`src/rtl/rpt_pkg.sv`:
```
package rpt_pkg;

  typedef enum logic {
    ST_IDLE  = 1'b0,
    ST_CHECK = 1'b1
  } ctrlState_e;

  typedef struct packed {
    logic loadOps;    // capture operands, clear product
    logic accumStep;  // add multiplicand, decrement count
  } ctrlStrobes_t;

endpackage

```
`src/rtl/rpt_adder.sv`:
```
module rpt_adder #(
  parameter int W = 8
) (
  input  logic [W-1:0] opA,
  input  logic [W-1:0] opB,
  output logic [W-1:0] sum
);
  always_comb sum = opA + opB;
endmodule

```
`src/rtl/rpt_ctrl.sv`:
```
module rpt_ctrl
  import rpt_pkg::*;
(
  input  logic         clk,
  input  logic         rst,
  input  logic         start,
  input  logic         countZero,
  output ctrlStrobes_t strobes,
  output logic         ready
);
  ctrlState_e stateQ, stateD;

  always_comb begin
    stateD = stateQ;
    strobes = '0;
    unique case (stateQ)
      ST_IDLE: begin
        if (start) begin
          strobes.loadOps = 1'b1;
          stateD = ST_CHECK;
        end
      end
      ST_CHECK: begin
        if (countZero) begin
          stateD = ST_IDLE;
        end else begin
          strobes.accumStep = 1'b1;
        end
      end
      default: stateD = ST_IDLE;
    endcase
  end

  always_ff @(posedge clk) begin
    if (rst) stateQ <= ST_IDLE;
    else     stateQ <= stateD;
  end

  assign ready = (stateQ == ST_IDLE);
endmodule

```
`src/rtl/rpt_datapath.sv`:
```
module rpt_datapath
  import rpt_pkg::*;
#(
  parameter int W = 8
) (
  input  logic           clk,
  input  logic           rst,
  input  ctrlStrobes_t   strobes,
  input  logic [W-1:0]   multiplicand,
  input  logic [W-1:0]   multiplier,
  output logic [2*W-1:0] productQ,
  output logic [W-1:0]   mcandQ,
  output logic [W-1:0]   countQ,
  output logic           countZero
);
  localparam int PW = 2 * W;

  logic [W-1:0]  countDec;
  logic [PW-1:0] prodSum;

  // decrement by adding an all-ones word (two's-complement minus one)
  rpt_adder #(.W(W)) u_dec (
    .opA (countQ),
    .opB ({W{1'b1}}),
    .sum (countDec)
  );

  rpt_adder #(.W(PW)) u_acc (
    .opA (productQ),
    .opB ({{(PW-W){1'b0}}, mcandQ}),
    .sum (prodSum)
  );

  assign countZero = (countQ == '0);

  always_ff @(posedge clk) begin
    if (rst) begin
      mcandQ   <= '0;
      countQ   <= '0;
      productQ <= '0;
    end else if (strobes.loadOps) begin
      mcandQ   <= multiplicand;
      countQ   <= multiplier;
      productQ <= '0;
    end else if (strobes.accumStep) begin
      countQ   <= countDec;
      productQ <= prodSum;
    end
  end
endmodule

```
`src/rtl/rpt_mult.sv`:
```
module rpt_mult
  import rpt_pkg::*;
#(
  parameter int W = 8
) (
  input  logic           clk,
  input  logic           rst,
  input  logic           start,
  input  logic [W-1:0]   multiplicand,
  input  logic [W-1:0]   multiplier,
  output logic [2*W-1:0] product,
  output logic           ready
);
  ctrlStrobes_t strobes;
  logic         countZero;
  logic [W-1:0] mcandQ;
  logic [W-1:0] countQ;

  rpt_ctrl u_ctrl (
    .clk       (clk),
    .rst       (rst),
    .start     (start),
    .countZero (countZero),
    .strobes   (strobes),
    .ready     (ready)
  );

  rpt_datapath #(.W(W)) u_dp (
    .clk          (clk),
    .rst          (rst),
    .strobes      (strobes),
    .multiplicand (multiplicand),
    .multiplier   (multiplier),
    .productQ     (product),
    .mcandQ       (mcandQ),
    .countQ       (countQ),
    .countZero    (countZero)
  );
endmodule

```
`config.mk`:
```
export PLATFORM = sky130hd
export DESIGN_NAME = rpt_mult
export DESIGN_NICKNAME = d
export VERILOG_FILES = /design/src/rtl/rpt_pkg.sv /design/src/rtl/rpt_adder.sv /design/src/rtl/rpt_ctrl.sv /design/src/rtl/rpt_datapath.sv /design/src/rtl/rpt_mult.sv
export SDC_FILE = /design/constraint.sdc
export NUM_CORES = 1
export LEC_CHECK = 0
export BUFFER_PORTS_ARGS = -buffer_cell sky130_fd_sc_hd__clkbuf_2
export CORE_MARGIN = 2
export CORE_UTILIZATION = 60
export CTS_CLUSTER_DIAMETER = 120
export DETAILED_ROUTE_END_ITERATION = 6
export PLACE_DENSITY = 0.8
export SYNTH_ARGS = -nofsm -noshare
export SYNTH_HDL_FRONTEND = slang
export SYNTH_HIERARCHICAL = 1
export SYNTH_SLANG_ARGS = --single-unit
```
`constraint.sdc`:
```
create_clock -name clk -period 3.4 [get_ports clk]
set_input_delay 0.68 -clock clk [delete_from_list [all_inputs] [get_ports clk]]
set_output_delay 0.68 -clock clk [all_outputs]
set_load 0.02 [all_outputs]
```
==> results of run 1 <==
==> how the worst max path moves through the flow <==
stage	start	endpoint	slack, ns	cells past startpoint
final	u_dp/productQ[0]	u_dp/productQ[10]	0.89	9
after global routing	u_dp/productQ[0]	u_dp/productQ[10]	0.81	9
after detailed placement	u_dp/productQ[0]	u_dp/productQ[10]	0.94	9
after global placement	u_dp/productQ[0]	u_dp/productQ[10]	0.98	9
after floorplan	u_dp/productQ[0]	u_dp/productQ[10]	1.04	9
after CTS	u_dp/productQ[0]	u_dp/productQ[10]	0.93	9
==> critical path: stages, from the launching register on <==
cell and delay (ns):
sky130_fd_sc_hd__dfxtp_1 0.33, sky130_fd_sc_hd__ha_1 0.23, sky130_fd_sc_hd__fa_1 0.41, sky130_fd_sc_hd__a21o_2 0.25
sky130_fd_sc_hd__a311oi_2 0.36, sky130_fd_sc_hd__o21ai_0 0.21, sky130_fd_sc_hd__a311oi_1 0.29, sky130_fd_sc_hd__nor3_1 0.07
sky130_fd_sc_hd__mux2i_1 0.18, sky130_fd_sc_hd__nor2_2 0.04
==> synthesized netlist by cell type (all sizes together), types with 6 or more instances <==
cell type / n
buf: 8
a21oi: 22
nor2b: 14
inv: 10
o21ai: 10
nor2: 28
xor2: 7
a211oi: 10
xnor2: 12
ha: 22
mux2i: 33
dfxtp: 33
nand2: 10
o211ai: 6
==> flip-flops by register name (all words and copies together) (netlist names) <==
register,cells
u_dp/countQ,8
u_dp/mcandQ,8
u_ctrl/stateQ,1
u_dp/productQ,16
==> cells by family after synthesis <==
group	share of synthesized area
AO/OA/AOI/OAI	0.184
XOR/XNOR	0.0683
adder cells (fa/ha/maj)	0.129
buffers and inverters	0.0508
flip-flops	0.271
multiplexers	0.136
other	0.00308
AND/OR/NAND/NOR	0.157
==> power by group through the flow <==
stage               Clock, uW  Combinational (uW)  Sequential, uW
finish                    443                 327             436
floorplan                   0                 266             448
detailed placement          0                 320             445
global route              468                 366             439
global placement            0                 314             444
CTS                       456                 325             436
==> cell type report <==
type	instances	area share
tap	50	0.0225
clock buffer	5	0.0247
inverter	10	0.0135
clock inverter	3	0.0234
multi-input combinational	228	0.613
timing repair buffer	36	0.0656
sequential	33	0.237
==> through the flow <==
stage,cells,setup slack [ns]
2_1_floorplan,280,1.04
4_1_cts,365,0.932
3_3_place_gp,357,0.976
6_report,365,0.893
5_1_grt,365,0.806
3_5_place_dp,357,0.944
==> metal layers <==
layer	vias up	GRT usage
li1	1037	-
met1	940	0.309
met2	51	0.417
met3	2	0.0550
met4	0	0.0612
met5	-	0
==> impl_summary.txt, run 1 <==
----------------------------------------------------
[Worst hold path]
  Min-Delay Path Class ... flip-flop to flip-flop
  Source of the worst hold timing path ... u_dp/mcandQ[6]
  Cell depth of the worst min-delay path ... 2
  Capture endpoint of the worst hold path ... u_dp/mcandQ[6]

[Routing]
  Routed Antenna Nets ... 0
  Met1 Wirelength ... 2.38 mm
  # DRC ... 0
  Total length of routed met3 wires ... ~260 microns
  Iter 0 DRT Violations ... 137
  Met2 routed WL ... 2.40 mm
  Highest metal layer used by the detailed router ... met4
  Wirelength, routed ... 5.06 mm
  Number of optimization iterations in the first detailed-route pass ... 4
  Vias per std cell ... 5.56
  Mean routed wirelength per cell ... 13.9 microns
  Via count ... 2030

[Synth]
  Number of enable flip-flop cells after synthesis ... 0
  Synth warnings ... 6
  Dominant cell type by area after synthesis ... sky130_fd_sc_hd__dfxtp_1
  Fraction of post-synthesis cell area in the top cell type by area ... 0.271
  Prevailing post-synth register cell ... sky130_fd_sc_hd__dfxtp_1
  Syn Std Cell Area ... 2440 sq um
  Largest cells by area after synthesis ... sky130_fd_sc_hd__dfxtp_1, sky130_fd_sc_hd__mux2i_1, sky130_fd_sc_hd__ha_1
  Syn avg cell area ... 9.19 sq um
  Post-synthesis cell count ... 265
  Part of the Yosys area used for sequential elements ... 0.271
  Post-synthesis cell type count ... 48
  Register bit total from synthesis ... 33
  FFs w/ async S/R, synth ... 0

[Cells and area]
  Layout Nets ... 357
  Layout cells sized above 1 ... 0.216
  Share of the core filled with cells ... 0.706
  Filler cell count ... 318
  Highest-count cells in the layout ignoring fill and taps ... sky130_fd_sc_hd__clkbuf_2, sky130_fd_sc_hd__dfxtp_1, sky130_fd_sc_hd__mux2i_1, sky130_fd_sc_hd__a21oi_1, sky130_fd_sc_hd__ha_1
  Diode count ... 0
  Area overhead of the layout relative to synthesis ... 14.3%
  Most frequent standard cell in the layout excluding fill and tap cells ... sky130_fd_sc_hd__clkbuf_2
  Total non-filler cell area in the finished layout ... 2790 sq um
  Multi-input gate area ... 1710 sq um
  Total area of sequential cells ... 661 sq um

[Critical path]
  Worst reg2reg path endpoint ... u_dp/productQ[10]
  Cells on worst reg2reg path ... 9
  Crit path max fanout ... 3
  Worst Setup End Kind ... flip-flop
  Sort of element at the start of the critical path ... flip-flop
  Reg-to-reg slack, setup ... just under 0.9 ns
  CP arrival ... 2.66 ns
  Critical path type ... flip-flop to flip-flop
  Required @ worst endpoint ... 3.55 ns
  Startpoint of the most critical register-to-register path ... u_dp/productQ[0]

[Power]
  Worst supply voltage drop on vdd ... 264 uV
  Design internal power ... between 800 and 900 uW
  Fraction of power consumed by sequential logic ... 0.361
  Net Sw Frac ... 0.293
  Psw ... 354 uW
  Total power draw ... 1210 uW
  Power per standard cell area ... around 430 nW/um^2
  Clock Power Share ... 0.367
  Portion of total power attributed to combinational logic ... 0.271
  Static leakage ... roughly 0.0013 uW

[Clocking]
  Cts hold-fix bufs ... 0
  Buffers from clock root to sink, at most ... 2
  Clock transition at the registers of the reported paths ... 0.07 ns
  Number of levels in the clock H-tree ... 2
  Number of setup buffers added after CTS ... 0
  Inserted Clock Buffers ... 5
  TritonCTS clock tree ... yes
  Count of cells resized by post-cts repair ... 0
  Root Buffer ... sky130_fd_sc_hd__clkbuf_8
  Number of sinks on the clock net ... 33
  Source-to-sink clock delay at the later pin of the worst-skew pair ... between 0.2 and 0.3 ns

[Run status]
  Run status ... finished clean

[Placement]
  Final estimated routing congestion in global placement ... 0.879
  Post-detail-place hpwl ... 3.66 mm
  Placed cell areas ... between 2000 and 3000 sq um
  Buffers added on ports ... 35

[Floorplan]
  Initial cell density of the core ... 0.618
  Area inside the core boundary ... 3940 sq um
  Chip height ... 67.7 microns
  Total die area ... around 4600 sq um
  Number of placed I/O pins ... 36
  Die span in x ... 67.7 microns
  Number of placement rows ... 23

[Global routing]
  Global-route total usage across every layer ... 0.244
  Total gr overflow ... 0
  Wire length of the first global-routing pass ... 8.38 mm
  Via count of the first global-routing pass ... 1880
  Pin count of the biggest net entering global routing ... 26
  Antenna violations before repair ... 0

[Timing]
  Final hold vios ... 0
  RSZ-0062 raised after global routing ... no
  Final clock period utilization by the worst path ... 0.737
  Final max-slew violation count ... 0
  Setup violation total in the final timing report ... 0
  Post-layout minimum cycle time ... between 2 and 3 ns
  Setup TNS after final layout ... 0 ns
  Worst-Margin Slew ... 0.941 ns
  Tightest hold margin ... ~0.5 ns
  Slew Limit Headroom ... 0.372
  Highest clock frequency the design can meet ... 399 MHz
  Worst Clk Skew ... 0.00397 ns

[Job]
  Max_cap viols ... 0

----------------------------------------------------
Note: power is estimated with default switching activity, not from simulation.
==> run 2, diff against run 1 <==
- CORE_UTILIZATION: 60 -> 57
- PLACE_DENSITY: 0.8 -> 0.77
- clock period: 3.4 -> 2.5 ns (I/O delays scaled with it)
==> impl_summary.txt, run 2 (synthesis results as in run 1) <==
----------------------------------------------------
[Global routing]
  Total gr overflow ... 0 (unchanged)
  Antenna violations before repair ... 0 (unchanged)
  Global-route total usage across every layer ... 0.219 (was 0.244)
  Wire length of the first global-routing pass ... 8.56 mm (was 8.38 mm)
  Pin count of the biggest net entering global routing ... 26 (unchanged)
  Via count of the first global-routing pass ... 1907 (was 1880)

[Critical path]
  Critical path type ... flip-flop to flip-flop (unchanged)
  Required @ worst endpoint ... 2.68 ns (was 3.55 ns)
  Number of buffer and inverter instances along the worst setup path ... 0 (unchanged)
  Cell family contributing the most delay on the critical path ... compound AO/OA/AOI/OAI gates (unchanged)
  Crit path max fanout ... 3 (unchanged)
  Sort of element at the start of the critical path ... flip-flop (unchanged)
  CP Launch Point ... u_dp/productQ[0] (unchanged)
  Worst Setup End Kind ... flip-flop (unchanged)
  CP Cell Sequence ... ha_2 > fa_2 > a21o_2 > a311oi_4 > nor3_2 > o41ai_2 > xnor2_1 > mux2i_1 > nor2_1 (was ha_1 > fa_1 > a21o_2 > a311oi_2 > o21ai_0 > a311oi_1 > nor3_1 > mux2i_1 > nor2_2)
  Startpoint of the most critical register-to-register path ... u_dp/productQ[0] (unchanged)
  CP arrival ... 2.54 ns (was 2.66 ns)
  Cell type of the slowest stage on the worst timing path ... sky130_fd_sc_hd__o41ai_2 (was sky130_fd_sc_hd__fa_1)
  Max stage delay on crit path ... 0.37 ns (was 0.41 ns)

[Timing]
  RSZ-0062 raised after global routing ... no (unchanged)
  Post-route setup slack ... 0.138 ns (was 0.893 ns)
  Slew Limit Headroom ... 0.363 (was 0.372)
  Final clock period utilization by the worst path ... 0.945 (was 0.737)
  Post-layout minimum cycle time ... 2.36 ns (was 2.51 ns)
  Final hold vios ... 0 (unchanged)
  Setup violation total in the final timing report ... 0 (unchanged)
  Final max-slew violation count ... 0 (unchanged)
  Worst Clk Skew ... 0.00333 ns (was 0.00397 ns)
  Worst-Margin Slew ... 0.954 ns (was 0.941 ns)
  Highest clock frequency the design can meet ... 423 MHz (was 399 MHz)
  Tightest hold margin ... 0.445 ns (was 0.509 ns)
  Setup TNS after final layout ... 0 ns (unchanged)

[Clocking]
  Clock transition at the registers of the reported paths ... 0.08 ns (was 0.07 ns)
  Number of levels in the clock H-tree ... 2 (unchanged)
  Root Buffer ... sky130_fd_sc_hd__clkbuf_8 (unchanged)
  Number of sinks on the clock net ... 33 (unchanged)
  Buffers from clock root to sink, at most ... 2 (unchanged)
  Source-to-sink clock delay at the later pin of the worst-skew pair ... 0.29 ns (was 0.28 ns)
  Inserted Clock Buffers ... 5 (unchanged)
  TritonCTS clock tree ... yes (unchanged)

[Cells and area]
  Highest-count cells in the layout ignoring fill and taps ... sky130_fd_sc_hd__clkbuf_2, sky130_fd_sc_hd__dfxtp_1, sky130_fd_sc_hd__mux2i_1, sky130_fd_sc_hd__a21oi_1, sky130_fd_sc_hd__ha_1 (unchanged)
  Area overhead of the layout relative to synthesis ... 13.9% (was 14.3%)
  Layout cells sized above 1 ... 0.231 (was 0.216)
  Final non-filler cell total ... 366 (was 365)
  Most frequent standard cell in the layout excluding fill and tap cells ... sky130_fd_sc_hd__clkbuf_2 (unchanged)
  Biggest registers after layout ... u_dp/productQ (16), u_dp/countQ (8), u_dp/mcandQ (8) (unchanged)
  Flip-flop count of the largest register, all copies and words added ... 16 (unchanged)
  Total non-filler cell area in the finished layout ... 2780 sq um (was 2790 sq um)
  Diode count ... 0 (unchanged)
  Layout Nets ... 358 (was 357)
  Most flops, register ... u_dp/productQ (unchanged)

[Worst hold path]
  Min-Delay Path Class ... primary input to flip-flop (was flip-flop to flip-flop)
  Source of the worst hold timing path ... multiplicand[2] (was u_dp/mcandQ[6])

[Power]
  Worst supply voltage drop on vdd ... 372 uV (was 264 uV)
  Static leakage ... 0.00122 uW (was 0.00125 uW)
  Clock Power Share ... 0.285 (was 0.367)
  Fraction of power consumed by sequential logic ... 0.407 (was 0.361)
  Psw ... 497 uW (was 354 uW)
  Power per standard cell area ... 525 nW/um^2 (was 433 nW/um^2)
  Portion of total power attributed to combinational logic ... 0.307 (was 0.271)
  Net Sw Frac ... 0.341 (was 0.293)
  Design internal power ... 960 uW (was 853 uW)

[Routing]
  Number of optimization iterations in the first detailed-route pass ... 4 (unchanged)
  Routed Antenna Nets ... 0 (unchanged)
  Wirelength, routed ... 5.07 mm (was 5.06 mm)
  Iter 0 DRT Violations ... 112 (was 137)
  # DRC ... 0 (unchanged)
  Vias per std cell ... 5.52 (was 5.56)
  Mean routed wirelength per cell ... 13.9 microns (about the same)
  Via count ... 2022 (was 2030)

[Placement]
  Post-detail-place hpwl ... 3.70 mm (was 3.66 mm)
  Placed cell areas ... 2660 sq um (was 2650 sq um)
  Buffers added on ports ... 35 (unchanged)
  Worst slack at placement ... 0.0208 ns (was 0.944 ns)
  Placed cell count ... 358 (was 357)
  Final estimated routing congestion in global placement ... 0.821 (was 0.879)

[Floorplan]
  Number of placement rows ... 23 (unchanged)
  Chip height ... 69.4 microns (was 67.7 microns)
  Total die area ... 4810 sq um (was 4590 sq um)
  Number of placed I/O pins ... 36 (unchanged)
  Initial cell density of the core ... 0.600 (was 0.618)
  Die span in x ... 69.4 microns (was 67.7 microns)
  Area inside the core boundary ... 4060 sq um (was 3940 sq um)

[Run status]
  Run status ... finished clean (unchanged)

[Job]
  Max_cap viols ... 0 (unchanged)

----------------------------------------------------
[run 2: worst reg2reg max path: cells and delay by family (launching register included)]
family / cells / cell delay, ns
AOI/OAI and AO/OA: 3 / 0.90
muxes: 1 / 0.16
and+or+nand+nor: 2 / 0.16
DFF: 1 / 0.33
adders and majority gates: 2 / 0.56
xor gates and xnor gates: 1 / 0.13
[run 2: through the flow]
stage               power (uW)  utilization
floorplan                  972            -
detailed placement        1040        0.655
CTS                       1470        0.678
global route              1540        0.684
global placement          1030        0.655
finish                    1460        0.684
[run 2: power groups by stage]
stage	logic [uW]	registers (uW)	clock network [uW]
2_1_floorplan	362	610	0
3_3_place_gp	430	603	0
3_5_place_dp	438	605	0
4_1_cts	443	594	428
5_1_grt	495	599	450
6_report	448	594	416
[run 2: final timing paths]
| check | to | slack, ns | cells past startpoint |
|---|---|---|---|
| max | u_dp/productQ[12] | 0.14 | 9 |
| min | u_dp/mcandQ[2] | 0.44 | 3 |
| max reg2reg | u_dp/productQ[12] | 0.14 | 9 |
| min reg2reg | u_dp/mcandQ[6] | 0.51 | 2 |
[run 2: routing by layer]
layer  wire length [microns]  part of all wire  GRT usage
met1                    2470              0.49      0.279
met2                    2360              0.47      0.361
met3                     185             0.036     0.0494
met4                      57             0.011     0.0784
met5                       0                 0          0
[run 2: timing repair]
action,CTS,global route
hold buffers,0,0
setup endpoints to repair,0,2
buffers inserted,0,0
gates resized for setup,0,6
[run 2: layout make-up]
type | count | area [sq um]
Clock inverter | 3 | 22.5
Tap cell | 50 | 62.6
Sequential cell | 33 | 661
Inverter | 10 | 37.5
Clock buffer | 5 | 68.8
Fill cell | 339 | 1280
Multi-Input combinational cell | 228 | 1730
Timing Repair Buffer | 37 | 190
